File: config.mk
export PLATFORM = sky130hd
export DESIGN_NAME = gpio_irq_bank
export DESIGN_NICKNAME = d
export VERILOG_FILES = /design/src/rtl/gpio_bank_pkg.sv /design/src/rtl/gpio_in_sync.sv /design/src/rtl/gpio_pin_slot.sv /design/src/rtl/gpio_irq_status.sv /design/src/rtl/gpio_irq_bank.sv
export SDC_FILE = /design/constraint.sdc
export NUM_CORES = 1
export LEC_CHECK = 0
export ABC_AREA = 1
export CAP_MARGIN = 20
export CORE_AREA = 3 3 246 248
export DETAILED_ROUTE_END_ITERATION = 16
export DIE_AREA = 0 0 249 251
export GPL_ROUTABILITY_DRIVEN = 0
export PLACE_DENSITY_LB_ADDON = 0.25
export SYNTH_ARGS = -nofsm -noshare
export SYNTH_HDL_FRONTEND = slang
export SYNTH_SLANG_ARGS = --single-unit
File: constraint.sdc
create_clock -name clk -period 4.1 [get_ports clk]
set_input_delay 0.82 -clock clk [delete_from_list [all_inputs] [get_ports clk]]
set_output_delay 0.82 -clock clk [all_outputs]
set_load 0.1 [all_outputs]
File: src/rtl/gpio_bank_pkg.sv
// Package: shared types and helpers for the pin controller.
// Assumes at most 32 pins and an 8-bit byte address space.
package gpio_bank_pkg;

    localparam int unsigned MAX_PINS = 32;
    localparam int unsigned REG_W    = 32;
    localparam int unsigned ADDR_W   = 8;

    // Trigger codes held in configuration bits 7:5.
    typedef enum logic [2:0] {
        TRIG_LVL_HI = 3'd0,
        TRIG_LVL_LO = 3'd1,
        TRIG_RISE   = 3'd2,
        TRIG_FALL   = 3'd3,
        TRIG_BOTH   = 3'd4
    } trig_e;

    // Stored part of one pin's configuration word.
    typedef struct packed {
        logic [2:0] trig;
        logic       irq_en;
        logic       buf_en;
        logic       rx_en;
        logic       tx_en;
    } pin_cfg_t;

    // Place a stored configuration back into its 32-bit register image.
    function automatic logic [REG_W-1:0] cfg_to_word(pin_cfg_t c);
        return {24'd0, c.trig, 1'b0, c.irq_en, c.buf_en, c.rx_en, c.tx_en};
    endfunction

    // Decide whether a trigger code fires for the current and previous level.
    function automatic logic trig_hit(logic [2:0] t, logic now, logic was);
        logic hit;
        case (t)
            TRIG_LVL_HI: hit = now;
            TRIG_LVL_LO: hit = !now;
            TRIG_RISE:   hit = now & !was;
            TRIG_FALL:   hit = !now & was;
            TRIG_BOTH:   hit = now ^ was;
            default:     hit = 1'b0;
        endcase
        return hit;
    endfunction

endpackage

File: src/rtl/gpio_in_sync.sv
// Module: two-flop synchronizer for the pad levels plus a one-cycle
// history stage used for edge detection.
// Assumes pin_i may change at any time relative to clk.
module gpio_in_sync #(
    parameter int unsigned N = 32
) (
    input  logic         clk,
    input  logic         rst_n,
    input  logic [N-1:0] pin_i,
    output logic [N-1:0] sync_o,
    output logic [N-1:0] prev_o
);

    logic [N-1:0] meta_q;
    logic [N-1:0] sync_q;
    logic [N-1:0] prev_q;

    // Shift pad levels through the synchronizer and the history stage.
    always_ff @(posedge clk) begin
        if (!rst_n) begin
            meta_q <= '0;
            sync_q <= '0;
            prev_q <= '0;
        end else begin
            meta_q <= pin_i;
            sync_q <= meta_q;
            prev_q <= sync_q;
        end
    end

    assign sync_o = sync_q;
    assign prev_o = prev_q;

endmodule

File: src/rtl/gpio_pin_slot.sv
// Module: one pin's configuration register and its event detector.
// Assumes lvl_i/lvl_prev_i are already synchronized to clk.
module gpio_pin_slot
    import gpio_bank_pkg::*;
(
    input  logic     clk,
    input  logic     rst_n,
    input  logic     wr_i,
    input  pin_cfg_t cfg_wr_i,
    input  logic     lvl_i,
    input  logic     lvl_prev_i,
    output pin_cfg_t cfg_o,
    output logic     evt_o
);

    pin_cfg_t cfg_q;

    // Hold the pin configuration, loaded by a bus write to this slot.
    always_ff @(posedge clk) begin
        if (!rst_n) begin
            cfg_q <= '0;
        end else if (wr_i) begin
            cfg_q <= cfg_wr_i;
        end
    end

    // Raise an event when enabled and the selected trigger condition holds.
    always_comb begin
        evt_o = cfg_q.irq_en & trig_hit(cfg_q.trig, lvl_i, lvl_prev_i);
    end

    assign cfg_o = cfg_q;

endmodule

File: src/rtl/gpio_irq_status.sv
// Module: interrupt status word with write-one-to-clear and the OR-ed
// request line. Assumes evt_i and clr_i are single-cycle vectors.
module gpio_irq_status #(
    parameter int unsigned N = 32
) (
    input  logic         clk,
    input  logic         rst_n,
    input  logic [N-1:0] evt_i,
    input  logic [N-1:0] clr_i,
    output logic [N-1:0] status_o,
    output logic         irq_o
);

    logic [N-1:0] status_q;

    // Latch new events; a clear only removes bits without a new event.
    always_ff @(posedge clk) begin
        if (!rst_n) begin
            status_q <= '0;
        end else begin
            status_q <= (status_q & ~clr_i) | evt_i;
        end
    end

    // Request line is high while any flag is pending.
    always_comb begin
        irq_o = |status_q;
    end

    assign status_o = status_q;

    AST_CLEAR_TAKES: assert property (@(posedge clk) disable iff (!rst_n)
        (|clr_i) |=> ((status_q & $past(clr_i & ~evt_i)) == '0))
        else $error("cleared bit still set");

    AST_EVENT_WINS: assert property (@(posedge clk) disable iff (!rst_n)
        (|evt_i) |=> (($past(evt_i) & ~status_q) == '0))
        else $error("event lost");

    AST_NO_SPURIOUS: assert property (@(posedge clk) disable iff (!rst_n)
        1'b1 |=> ((status_q & ~$past(status_q) & ~$past(evt_i)) == '0))
        else $error("flag set without event");

endmodule

File: src/rtl/gpio_irq_bank.sv
// Module: top of the register-mapped pin controller. Decodes the
// register bus, holds the output word, and ties per-pin slots, the input
// synchronizer and the status word together.
// Assumes one access per strobe cycle and NUM_PINS in 1..32.
module gpio_irq_bank
    import gpio_bank_pkg::*;
#(
    parameter int unsigned NUM_PINS     = 32,
    parameter bit          ALT_DATA_MAP = 1'b0
) (
    input  logic                clk,
    input  logic                rst_n,
    input  logic                bus_wr_en,
    input  logic                bus_rd_en,
    input  logic [ADDR_W-1:0]   bus_addr,
    input  logic [REG_W-1:0]    bus_wdata,
    output logic [REG_W-1:0]    bus_rdata,
    input  logic [NUM_PINS-1:0] pin_in,
    output logic [NUM_PINS-1:0] pin_out,
    output logic [NUM_PINS-1:0] pin_oe,
    output logic                irq
);

    localparam logic [ADDR_W-3:0] STAT_WIX = 6'h20;
    localparam logic [ADDR_W-3:0] IN_WIX   = ALT_DATA_MAP ? 6'h24 : 6'h21;
    localparam logic [ADDR_W-3:0] OUT_WIX  = ALT_DATA_MAP ? 6'h28 : 6'h22;

    logic [ADDR_W-3:0]   wix;
    logic                aligned;
    pin_cfg_t            cfg_wr;
    pin_cfg_t            cfg_arr [NUM_PINS];
    logic [NUM_PINS-1:0] evt_vec;
    logic [NUM_PINS-1:0] irq_en_vec;
    logic [NUM_PINS-1:0] sync_lvl;
    logic [NUM_PINS-1:0] prev_lvl;
    logic [NUM_PINS-1:0] status;
    logic [NUM_PINS-1:0] clr_vec;
    logic [NUM_PINS-1:0] out_q;
    logic [REG_W-1:0]    rd_word;

    assign wix     = bus_addr[ADDR_W-1:2];
    assign aligned = (bus_addr[1:0] == 2'b00);

    // Split the write data into the stored configuration fields.
    always_comb begin
        cfg_wr.trig   = bus_wdata[7:5];
        cfg_wr.irq_en = bus_wdata[3];
        cfg_wr.buf_en = bus_wdata[2];
        cfg_wr.rx_en  = bus_wdata[1];
        cfg_wr.tx_en  = bus_wdata[0];
    end

    gpio_in_sync #(.N(NUM_PINS)) u_sync (
        .clk    (clk),
        .rst_n  (rst_n),
        .pin_i  (pin_in),
        .sync_o (sync_lvl),
        .prev_o (prev_lvl)
    );

    for (genvar i = 0; i < NUM_PINS; i++) begin : g_pin
        logic slot_wr;
        assign slot_wr = bus_wr_en && aligned && (wix == (ADDR_W-2)'(i));

        gpio_pin_slot u_slot (
            .clk        (clk),
            .rst_n      (rst_n),
            .wr_i       (slot_wr),
            .cfg_wr_i   (cfg_wr),
            .lvl_i      (sync_lvl[i]),
            .lvl_prev_i (prev_lvl[i]),
            .cfg_o      (cfg_arr[i]),
            .evt_o      (evt_vec[i])
        );

        assign pin_oe[i]     = cfg_arr[i].tx_en & cfg_arr[i].buf_en;
        assign irq_en_vec[i] = cfg_arr[i].irq_en;
    end

    // Clear mask is the write data of a write to the status word.
    always_comb begin
        clr_vec = '0;
        if (bus_wr_en && aligned && (wix == STAT_WIX)) begin
            clr_vec = bus_wdata[NUM_PINS-1:0];
        end
    end

    gpio_irq_status #(.N(NUM_PINS)) u_status (
        .clk      (clk),
        .rst_n    (rst_n),
        .evt_i    (evt_vec),
        .clr_i    (clr_vec),
        .status_o (status),
        .irq_o    (irq)
    );

    // Hold the driven values, loaded by a write to the output word.
    always_ff @(posedge clk) begin
        if (!rst_n) begin
            out_q <= '0;
        end else if (bus_wr_en && aligned && (wix == OUT_WIX)) begin
            out_q <= bus_wdata[NUM_PINS-1:0];
        end
    end

    assign pin_out = out_q;

    // Select the register image addressed by the bus; unmapped reads give 0.
    always_comb begin
        rd_word = '0;
        if (aligned) begin
            if (wix == STAT_WIX) begin
                rd_word = REG_W'(status);
            end else if (wix == IN_WIX) begin
                rd_word = REG_W'(sync_lvl);
            end else if (wix == OUT_WIX) begin
                rd_word = REG_W'(out_q);
            end else begin
                for (int k = 0; k < NUM_PINS; k++) begin
                    if (wix == (ADDR_W-2)'(k)) begin
                        rd_word = cfg_to_word(cfg_arr[k]);
                    end
                end
            end
        end
    end

    // Register read data so it is stable one cycle after the strobe.
    always_ff @(posedge clk) begin
        if (!rst_n) begin
            bus_rdata <= '0;
        end else if (bus_rd_en) begin
            bus_rdata <= rd_word;
        end
    end

    AST_FLAG_NEEDS_ENABLE: assert property (@(posedge clk) disable iff (!rst_n)
        1'b1 |=> ((status & ~$past(status) & ~$past(irq_en_vec)) == '0))
        else $error("flag set on disabled pin");

    AST_HIGH_ADDR_ZERO: assert property (@(posedge clk) disable iff (!rst_n)
        (bus_rd_en && (bus_addr > 8'hA3)) |=> (bus_rdata == '0))
        else $error("unmapped read not zero");

endmodule

* Word-level counts from Yosys, hierarchy flattened *
Index checks and enable logic that the tools add are counted.

storage, ports and cells
  output and inout port bits = 97
  input bits = 76
  logic and storage cells = 694
  bits in registers = 416

cells by class
  multiplexer cells = 69
  equality and inequality tests = 162
  bitwise logic cells = 163
  reduce and logical (&&, ||, !) cells = 134

operators with widths
  kind                number
  $mux 32             36
  $eq 3x2->1 const B  64
  $pmux 1 s5          32
  $and 1x1->1         128
  $eq 3x1->1 const B  32
  $eq 3x3->1 const B  32
  $eq 6x5->1 const B  16
  $logic_not 3->1     32
  $logic_not 1->1     64
  $eq 6x4->1 const B  8
  $logic_and 1x1->1   35
  $and 32x32->32      1
  $not 32->32         1
  $or 32x32->32       1
  $reduce_or 32->1    1
  $xor 1x1->1         32
  $eq 6x3->1 const B  4
  $eq 6x6->1 const B  3
  $eq 6x2->1 const B  2
  $mux 8              1
  $eq 6x1->1 const B  1
  $logic_not 6->1     1
  $logic_not 2->1     1

* Depth between registers and ports, before layout *
Gate-level depths: netlist (run 1).

  word-level depth = 37
  gate-level depth with buffers = 32
  depth with buffers taken out = 32

* Hierarchy *
Synthesis (run 1) repeated with hierarchy kept, for this count alone.

unflattened totals
  cells, all modules = 2,948
  area, all modules = 20,599.8 um^2

modules (own cells, without submodules)
  module           sequential area each (um^2)  instances  cells each  area each (um^2)
  gpio_pin_slot    140.1                        32         45          342.8
  gpio_irq_bank    1,281.2                      1          1,032       5,650.4
  gpio_in_sync     1,921.8                      1          299         2,760.1
  gpio_irq_status  640.6                        1          177         1,218.7

* Least setup slack after synthesis (run 1) *
Ideal clock, no wire load.

  path kind = input to register
  from = input port bus_addr[6]
  to = register bus_rdata[3]
  path buffers = 1
  stages = 27
  arrival time = 2.626 ns
  required time = 3.966 ns
  setup slack = 1.340 ns
  library setup time = 0.134 ns
  path through = nor2_4 -> inv_4 -> nor2_4 -> buf_6 -> nand2_1 -> nand2_1 -> nand2_1 -> nand2_1 -> nand2_1 -> nand2_1 -> nand2_1 -> nand2_1 -> nand2_1 -> nand2_1 -> nand2_1 -> nand2_1 -> nand2_1 -> nand2_1 -> nand4_1 -> nor2_1 -> nand4_1 -> nand2_1 -> nand4_1 -> nor2_1 -> nand4_1 -> nand2_1 -> a21oi_1

between the ends
  longest elaborated chain between the ends = 37
  elaborated cells between the ends (all ways) = 71
  classes of those cells = 34 x eq/ne; 36 x mux; 1 x reduce/logical

ends and longest elaborated chain
  element                 RTL line              source
  from (decl)             gpio_irq_bank.sv:15   input logic [ADDR_W-1:0] bus_addr,
  $logic_not 6->1         gpio_irq_bank.sv:120  if (wix == (ADDR_W-2)'(k)) begin
  $mux 8                  gpio_irq_bank.sv:120
  $mux 32 (31 in series)  gpio_irq_bank.sv:120
  $mux 32                 gpio_irq_bank.sv:116  end else if (wix == OUT_WIX) begin
  $mux 32                 gpio_irq_bank.sv:114  end else if (wix == IN_WIX) begin
  $mux 32 (*)             gpio_irq_bank.sv:112  if (wix == STAT_WIX) begin
  $mux 32 (*)             gpio_irq_bank.sv:111  if (aligned) begin
  to (signal assigned)    gpio_irq_bank.sv:133  bus_rdata <= rd_word;
  to (decl)               gpio_irq_bank.sv:17   output logic [REG_W-1:0] bus_rdata,

Every way passes the cells marked *; elsewhere a longest branch is shown, timed or not.
A chain may end at the register's enable or synchronous reset.

* Worst setup path in the final report (run 1) *
  from = register u_status.status_q[26] (netlist: u_status.status_o[26])
  to = output port irq

between the ends
  longest elaborated chain between the ends = 1

ends and longest elaborated chain
  element                 RTL line               source
  from (decl)             gpio_irq_status.sv:14  logic [N-1:0] status_q;
  from (signal assigned)  gpio_irq_status.sv:21  status_q <= (status_q & ~clr_i) | evt_i;
  $reduce_or 32->1        gpio_irq_status.sv:27  irq_o = |status_q;
  to (decl)               gpio_irq_bank.sv:21    output logic irq

No other way between the ends.

==> results_dict.tcl, run 1 <==
set metrics [dict create \
    required_ns 3.28 \
    power_density_nw_per_um2 380 \
    startpoint_type "flip-flop" \
    whs_ns 0.408 \
    ys_seq_area_frac 0.432 \
    crit_fanout 3 \
    ys_types 32 \
    totalNegativeSetupSlack_ns 0 \
    clockRootBuffer "clkbuf_16" \
    worst_slew_pin_slew_ns 1.06 \
    fin_crit_ns 3.53 \
    cts_tree "built" \
    overflow 0 \
    drt-total-wl_mm 63.6 \
    syn2layout_area_growth_pct 22.9 \
    postCtsHoldBufs 0 \
    cts.clk_slew.worst_paths_ns 0.06 \
    cts_buffer_depth 3 \
    via_count 18200 \
    finalMaxSlewViolations 0 \
    synth-edff-count 0 \
    status "finished, final reports clean" \
    rsz0062_at_grt "false" \
    die_y_um 251 \
    final_nets 3109 \
    ys_top_cells_by_area "dfxtp_1, nand2_1, o21ai_0" \
    drive_gt1_frac 0.0685 \
    setup.worst_path.class "flip-flop to output pin" \
    synth.net_count 2930 \
    place_ws_ns 0.0917 \
    fin_util 0.404 \
    regToRegSetupSlack_ns 1.53 \
    die_w_um 249 \
    cts_sinks 416 \
    synth-seq-cells 416 \
    grt_pass1_wl_mm 98.1 \
    final-seq-area_um2 8330 \
    track_usage 0.198 \
    leakagePower_nw 10.1 \
    netlist_area_um2 19300 \
    ant_nets 0 \
    synth_top_cell_area_share 0.432 \
    critPathCaptureType "output pin" \
    fmax_mhz 283 \
    async_flop_share 0 \
    maxSlewHeadroom 0.291 \
    nFillCells 6137 \
    dp_cells 3692 \
    antenna_found_initial 1 \
    power_mw 9.00 \
    start_util 0.329 \
    postPlaceCellArea_um2 22100 \
    dr.pass1.iters 5 \
    report.final.hold_viol_count 0 \
    io_pins 173 \
    skew_ns 0.0282 \
    synth_warnings 0 \
    core_area_um2 58700 \
    grt_max_degree 201 \
    instances_no_fill 3781 \
    vdd_drop_max_mv 0.272 \
    setup_violations 0 \
    placementRows 89 \
    post_cts_resize_count 0 \
    viasPerCell 4.81 \
    worstSkewPairLatency_ns 0.59 \
    postCtsSetupBuffers 0 \
    fin_crit_sh 0.862 \
    layout_setup_ws_ns 0.565 \
    wl_per_cell_um 16.8 \
    yosys_most_used_dff "dfxtp_1" \
    drv_cap 0 \
    hp-class "flip-flop to flip-flop" \
    htreeDepth 2 \
    yosys.area.top_type "dfxtp_1" \
    cp.arrival_ns 2.71 \
    dp_hpwl_mm 45.4 \
    first_global_vias 17000 \
    drc 0 \
    port-buffer-count 172 \
    postLayoutCellArea_um2 23700 \
    first_iter_violations 1644 \
    syn_inst 2790 \
    avgSynthCellArea_um2 6.91 \
    cts-buffers-inserted 48 \
    multi_input_area_um2 8960 \
    die_area_um2 62500 \
]
## registers in the layout (all words and copies together) (netlist names)
name / cells
pin_out: 32
u_sync.meta_q: 32
bus_rdata: 32
u_sync.sync_o: 32
u_status.status_o: 32
u_sync.prev_o: 32
g_pin.u_slot.cfg_o: 224
## Yosys cell counts (20+ instances only)
| cell type | number |
|---|---|
| o21ai_0 | 332 |
| nand4_1 | 38 |
| clkbuf_1 | 96 |
| ha_1 | 64 |
| nand2_1 | 599 |
| nor2_1 | 339 |
| or2_2 | 20 |
| o221ai_1 | 24 |
| o211ai_1 | 26 |
| dfxtp_1 | 416 |
| nand3_1 | 101 |
| a21oi_1 | 250 |
| inv_1 | 407 |
## final timing paths
kind,endpoint,startpoint,cells past startpoint
worst min register to register,u_sync.sync_o[14],u_sync.meta_q[14],2
worst max-delay path,irq,u_status.status_o[26],4
worst max register to register,bus_rdata[5],g_pin[1].u_slot.cfg_o[4],22
worst min-delay path,u_sync.sync_o[14],u_sync.meta_q[14],2
## layout make-up
type / instances / share of cell area
Antenna cell: 1 / 0.000106
Timing Repair Buffer: 239 / 0.0954
Clock buffer: 71 / 0.0603
Tap cell: 773 / 0.0408
Inverter: 417 / 0.0661
Clock inverter: 17 / 0.00750
Multi-Input combinational cell: 1847 / 0.378
Sequential cell: 416 / 0.351
## worst max-delay path, stage by stage (launching register included)
cell     delay [ns]
dfxtp_1        0.35
nor4_1         0.62
nand4_1        0.47
or2_2          0.43
buf_4          0.24
## placed cells by master, fill, tap and decap left out, drive strengths merged
cell type / n
nor3: 2
ha: 64
a21oi: 251
o21ai: 332
clkdlybuf4s50: 167
clkbuf: 71
clkinvlp: 1
nor2: 356
o41ai: 15
nand4: 38
or2: 23
nor4: 8
dfxtp: 416
inv: 416
o211ai: 26
nand2: 607
buf: 72
clkinv: 14
o221ai: 24
nand3: 101
diode: 1
bufinv: 3
## cells by family after synthesis
logic type,after synthesis,synth area share
simple gates,1135,0.244
compound gates,648,0.179
buf+inv,527,0.103
flops,416,0.432
fa+ha+maj,64,0.0415
## where the power goes
group / leakage, nW / switching (mW) / internal [mW] / total (mW)
clock network: 0.798 / 1.76 / 2.60 / 4.36
registers: 3.37 / 0.0327 / 4.09 / 4.12
logic: 5.89 / 0.337 / 0.176 / 0.513
total: 10.1 / 2.13 / 6.86 / 9.00
## metal layers
layer,track usage,share of wire
met1,0.281,0.48
met2,0.307,0.43
met3,0.0347,0.063
met4,0.0594,0.028
met5,0,0
Note: power is estimated with default switching activity, not from simulation.
==> run 2: changes to the inputs <==
--- a/config.mk
+++ b/config.mk
@@ -8,10 +8,12 @@
 export ABC_AREA = 1
 export CAP_MARGIN = 20
 export CORE_AREA = 3 3 246 248
+export CTS_BUF_LIST = sky130_fd_sc_hd__clkbuf_16
 export DETAILED_ROUTE_END_ITERATION = 16
 export DIE_AREA = 0 0 249 251
 export GPL_ROUTABILITY_DRIVEN = 0
 export PLACE_DENSITY_LB_ADDON = 0.25
+export RECOVER_POWER = 25
 export SYNTH_ARGS = -nofsm -noshare
 export SYNTH_HDL_FRONTEND = slang
 export SYNTH_SLANG_ARGS = --single-unit
==> results_dict.tcl, run 2 (synthesis results as in run 1) <==
set metrics [dict create \
    core_area_um2 58700 \
    largest_reg_flops 224 \
    cts_buffer_depth 3 \
    drc 0 \
    clockRootBuffer "clkbuf_16" \
    first_iter_violations 1665 \
    instances_no_fill 3782 \
    slowest_delay_ns 0.63 \
    dp_cells 3692 \
    status "complete, but fails checks" \
    via_count 18300 \
    antenna_found_initial 1 \
    startpoint_type "input pin" \
    cts-buffers-inserted 48 \
    cp_slowest_cell "clkdlybuf4s50_1" \
    track_usage 0.198 \
    final_nets 3109 \
    port-buffer-count 172 \
    drv_cap 1 \
    report.final.hold_viol_count 0 \
    syn2layout_area_growth_pct 22.4 \
    worstSkewPairLatency_ns 0.60 \
    power_density_nw_per_um2 372 \
    postCtsSetupBuffers 0 \
    reg2regPathDepth 22 \
    r2r_end "bus_rdata[5]" \
    violations "max-capacitance violations, max-slew violations" \
    fmax_mhz 288 \
    viasPerCell 4.83 \
    critPathCaptureType "flip-flop" \
    placementRows 89 \
    io_pins 173 \
    layout_common_cells "nand2_1, inv_1, dfxtp_1" \
    drive_gt1_frac 0.0648 \
    crit_fanout 11 \
    post_cts_resize_count 0 \
    dr.pass1.iters 5 \
    multi_input_area_um2 8960 \
    setup_violations 0 \
    hold_path_startpoint "u_sync.meta_q[31]" \
    leakagePower_nw 10.0 \
    final_common_cell "nand2_1" \
    overflow 0 \
    setup.worst_path.class "input pin to flip-flop" \
    start_util 0.329 \
    ant_nets 0 \
    cp_common_cell "nand2_1" \
    fin_crit_sh 0.848 \
    vdd_drop_max_mv 0.268 \
    first_global_vias 17100 \
    grt_pass1_wl_mm 98.1 \
    die_y_um 251 \
    wl_per_cell_um 16.9 \
    required_ns 4.57 \
    cts.clk_slew.worst_paths_ns 0.06 \
    nFillCells 6150 \
    hp-class "flip-flop to flip-flop" \
    hold_end "u_sync.sync_o[31]" \
    skew_ns 0.0265 \
    finalMaxSlewViolations 44 \
    cts_sinks 416 \
    rsz0062_at_grt "false" \
    whs_path_depth 2 \
    postCtsHoldBufs 0 \
    die_area_um2 62500 \
    grt_max_degree 201 \
    htreeDepth 2 \
    regToRegSetupSlack_ns 1.53 \
    fin_crit_ns 3.48 \
    maxSlewHeadroom -0.377 \
    final-seq-area_um2 8330 \
    cp.arrival_ns 3.94 \
    drt-total-wl_mm 63.8 \
    worst_slew_pin_slew_ns 2.07 \
    cts_tree "built" \
    dp_hpwl_mm 45.4 \
    die_w_um 249 \
    totalNegativeSetupSlack_ns 0 \
    reg2reg_from "g_pin[1].u_slot.cfg_o[4]" \
]
run 2: cell types whose count changed in the layout (fill, tap and decap cells not counted), sizes merged:
cell,before,now
clkinv,14,24
buf,72,70
clkbuf,71,52
inv,416,427
diode,1,2
run 2: how the worst max path moves through the flow:
stage,start,slack (ns),cells after the start,endpoint
4_1_cts,u_status.status_o[26],0.58,4,irq
3_3_place_gp,bus_addr[2],0.13,31,bus_rdata[3]
6_report,bus_addr[2],0.62,33,bus_rdata[0]
2_1_floorplan,bus_addr[6],1.34,27,bus_rdata[3]
5_1_grt,bus_addr[5],0.25,29,bus_rdata[3]
3_5_place_dp,bus_addr[2],0.09,29,bus_rdata[1]
run 2: final cells by class:
| type | instances | area share |
|---|---|---|
| Tap cell | 773 | 0.0410 |
| Clock inverter | 38 | 0.0109 |
| Multi-Input combinational cell | 1847 | 0.380 |
| Clock buffer | 50 | 0.0530 |
| Sequential cell | 416 | 0.353 |
| Inverter | 417 | 0.0665 |
| Timing Repair Buffer | 239 | 0.0954 |
| Antenna cell | 2 | 0.000212 |
run 2: worst max-delay path: cells and delay by family:
family	cells	cell delay (ns)
AND/OR/NAND/NOR	27	2.02
buffers and inverters	4	0.96
AO/OA/AOI/OAI	2	0.16
run 2: layer usage:
layer  track usage  up-vias  part of all wire
met3        0.0345       90             0.064
li1              -     9304                 -
met4        0.0599        0             0.027
met2         0.307      508              0.43
met1         0.281     8365              0.48
met5             0        -                 0
run 2: through the flow:
step                      power, mW  setup slack (ns)  utilization  hold slack, ns  area (um2)
after global placement         4.72             0.135        0.376           0.400       22100
after floorplan                4.48              1.34            -           0.390       19300
after detailed placement       4.72            0.0917        0.376           0.398       22100
after global routing           9.10             0.245        0.402           0.430       23600
final                          8.78             0.625        0.402           0.410       23600
after CTS                      8.88             0.580        0.402           0.412       23600
run 2: where the power goes:
| part | switching (mW) | internal, mW |
|---|---|---|
| registers | 0.0327 | 4.09 |
| clock network | 1.76 | 2.39 |
| logic | 0.338 | 0.176 |
==> run 3: changes to the inputs <==
==> constraint.sdc (replaced) <==
create_clock -name clk -period 3.45 [get_ports clk]
set_input_delay 0.69 -clock clk [delete_from_list [all_inputs] [get_ports clk]]
set_output_delay 0.69 -clock clk [all_outputs]
set_load 0.1 [all_outputs]
==> results_dict.tcl, run 3 (synthesis results as in run 1) <==
set metrics [dict create \
    status "complete, but fails checks" \
    violations "max-capacitance violations, max-slew violations" \
    setup.worst_path.class "flip-flop to output pin" \
    cp_slowest_cell "nor4_1" \
    antenna_found_initial 2 \
    report.final.hold_viol_count 0 \
    cp_cell_sequence "nor4_1 -> nand4_1 -> or2_2 -> buf_4" \
    port-buffer-count 172 \
    maxSlewHeadroom -0.228 \
    htreeDepth 2 \
    power.switching_mw 2.56 \
    nFillCells 6198 \
    rsz0062_at_grt "false" \
    switching_share 0.245 \
    first_global_vias 17300 \
    wl_per_cell_um 16.6 \
    final_nets 3167 \
    worst_slew_pin_slew_ns 1.84 \
    cts_sinks 416 \
    final_common_cell "nand2_1" \
    dp_hpwl_mm 45.5 \
    setup_violations 0 \
    core_area_um2 58700 \
    power_density_nw_per_um2 438 \
    cts_tree "built" \
    viasPerCell 4.75 \
    multi_input_area_um2 8970 \
    syn2layout_area_growth_pct 23.9 \
    instances_no_fill 3840 \
    vdd_drop_max_mv 0.306 \
    die_area_um2 62500 \
    cts_buffer_depth 3 \
    die_w_um 249 \
    first_iter_violations 1403 \
    finalMaxSlewViolations 41 \
    combPwrFrac 0.061 \
    drt-total-wl_mm 63.8 \
    skew_ns 0.0127 \
    drc 0 \
    p_int_mw 7.89 \
    overflow 0 \
    grt_max_degree 189 \
    clockRootBuffer "clkbuf_16" \
    postLayoutCellArea_um2 23900 \
    cts-buffers-inserted 48 \
    worstSkewPairLatency_ns 0.59 \
    dr.pass1.iters 6 \
    drive_gt1_frac 0.104 \
    via_count 18200 \
    dp_cells 3747 \
    leakagePower_nw 10.5 \
    antennaDiodeCount 0 \
    startpoint_type "flip-flop" \
    layout_common_cells "nand2_1, inv_1, dfxtp_1" \
    placementRows 89 \
    slowest_delay_ns 0.63 \
    required_ns 2.76 \
    grt_pass1_wl_mm 98.8 \
    power_frac_clock 0.470 \
    track_usage 0.199 \
    critPathCaptureType "output pin" \
    hp-class "flip-flop to flip-flop" \
    cts.clk_slew.worst_paths_ns 0.06 \
    cp.arrival_ns 2.68 \
    fin_crit_ns 3.37 \
    fin_crit_sh 0.978 \
    fmax_mhz 296 \
    die_y_um 251 \
    postCtsHoldBufs 0 \
    io_pins 173 \
    crit_fanout 3 \
    ant_nets 0 \
    drv_cap 1 \
    largest_reg_flops 224 \
    start_util 0.329 \
    p_seq_frac 0.468 \
    final-seq-area_um2 8330 \
    postPlaceCellArea_um2 22400 \
]
-- run 3: cell count changes in the layout (fill, tap and decap cells not counted), sizes merged --
cell / delta
buf: +128
clkdlybuf4s50: -75
dlymetal6s2s: +6
clkinv: -4
inv: +4
clkinvlp: +3
clkbuf: -2
diode: -2
-- run 3: worst paths after layout --
| path | end | startpoint | slack, ns | depth (start not counted) |
|---|---|---|---|---|
| max | irq | u_status.status_o[26] | 0.08 | 4 |
| min | u_sync.sync_o[9] | u_sync.meta_q[9] | 0.40 | 2 |
| max reg2reg | bus_rdata[3] | g_pin[1].u_slot.cfg_o[3] | 0.82 | 26 |
| min reg2reg | u_sync.sync_o[9] | u_sync.meta_q[9] | 0.40 | 2 |
-- run 3: power by group through the flow --
| stage | Combinational (mW) | Sequential [mW] | Clock, mW |
|---|---|---|---|
| final | 0.641 | 4.90 | 4.92 |
| after global routing | 0.713 | 4.90 | 5.23 |
| after detailed placement | 0.638 | 5.00 | 0 |
| after floorplan | 0.322 | 5.01 | 0 |
| after CTS | 0.642 | 4.90 | 5.03 |
| after global placement | 0.636 | 5.00 | 0 |
-- run 3: final cells by class --
cell class                      instances  share of cell area
Clock inverter                         41              0.0116
Timing Repair Buffer                  297               0.107
Tap cell                              773              0.0405
Sequential cell                       416               0.349
Clock buffer                           49              0.0513
Inverter                              417              0.0657
Multi-Input combinational cell       1847               0.375
-- run 3: critical path: cells and delay by family, from the launching register on --
family,cells,cell delay (ns)
DFF,1,0.34
buffers and inverters,1,0.24
and+or+nand+nor,3,1.51
-- run 3: stage by stage --
step	power [mW]	setup slack, ns	TNS [ns]	hold WS [ns]	util
2_1_floorplan	5.33	0.820	0	0.390	-
3_3_place_gp	5.64	-0.397	-2.18	0.396	0.381
3_5_place_dp	5.64	-0.465	-2.46	0.398	0.381
4_1_cts	10.6	0.0751	0	0.408	0.406
5_1_grt	10.8	0.0286	0	0.424	0.407
6_report	10.5	0.0764	0	0.401	0.407
-- run 3: routing by layer --
metal  track usage  up-vias  part of all wire
li1              -     9414                 -
met4        0.0654        2             0.031
met3        0.0319       95             0.059
met2         0.311      477              0.43
met5             0        -           0.00020
met1         0.282     8258              0.48
-- run 3: repair_timing --
action / in CTS / in global routing
buffers inserted: 0 / 3
gates resized for setup: 0 / 9
endpoints found under the hold margin: 0 / 0
endpoints found under the setup margin: 0 / 6
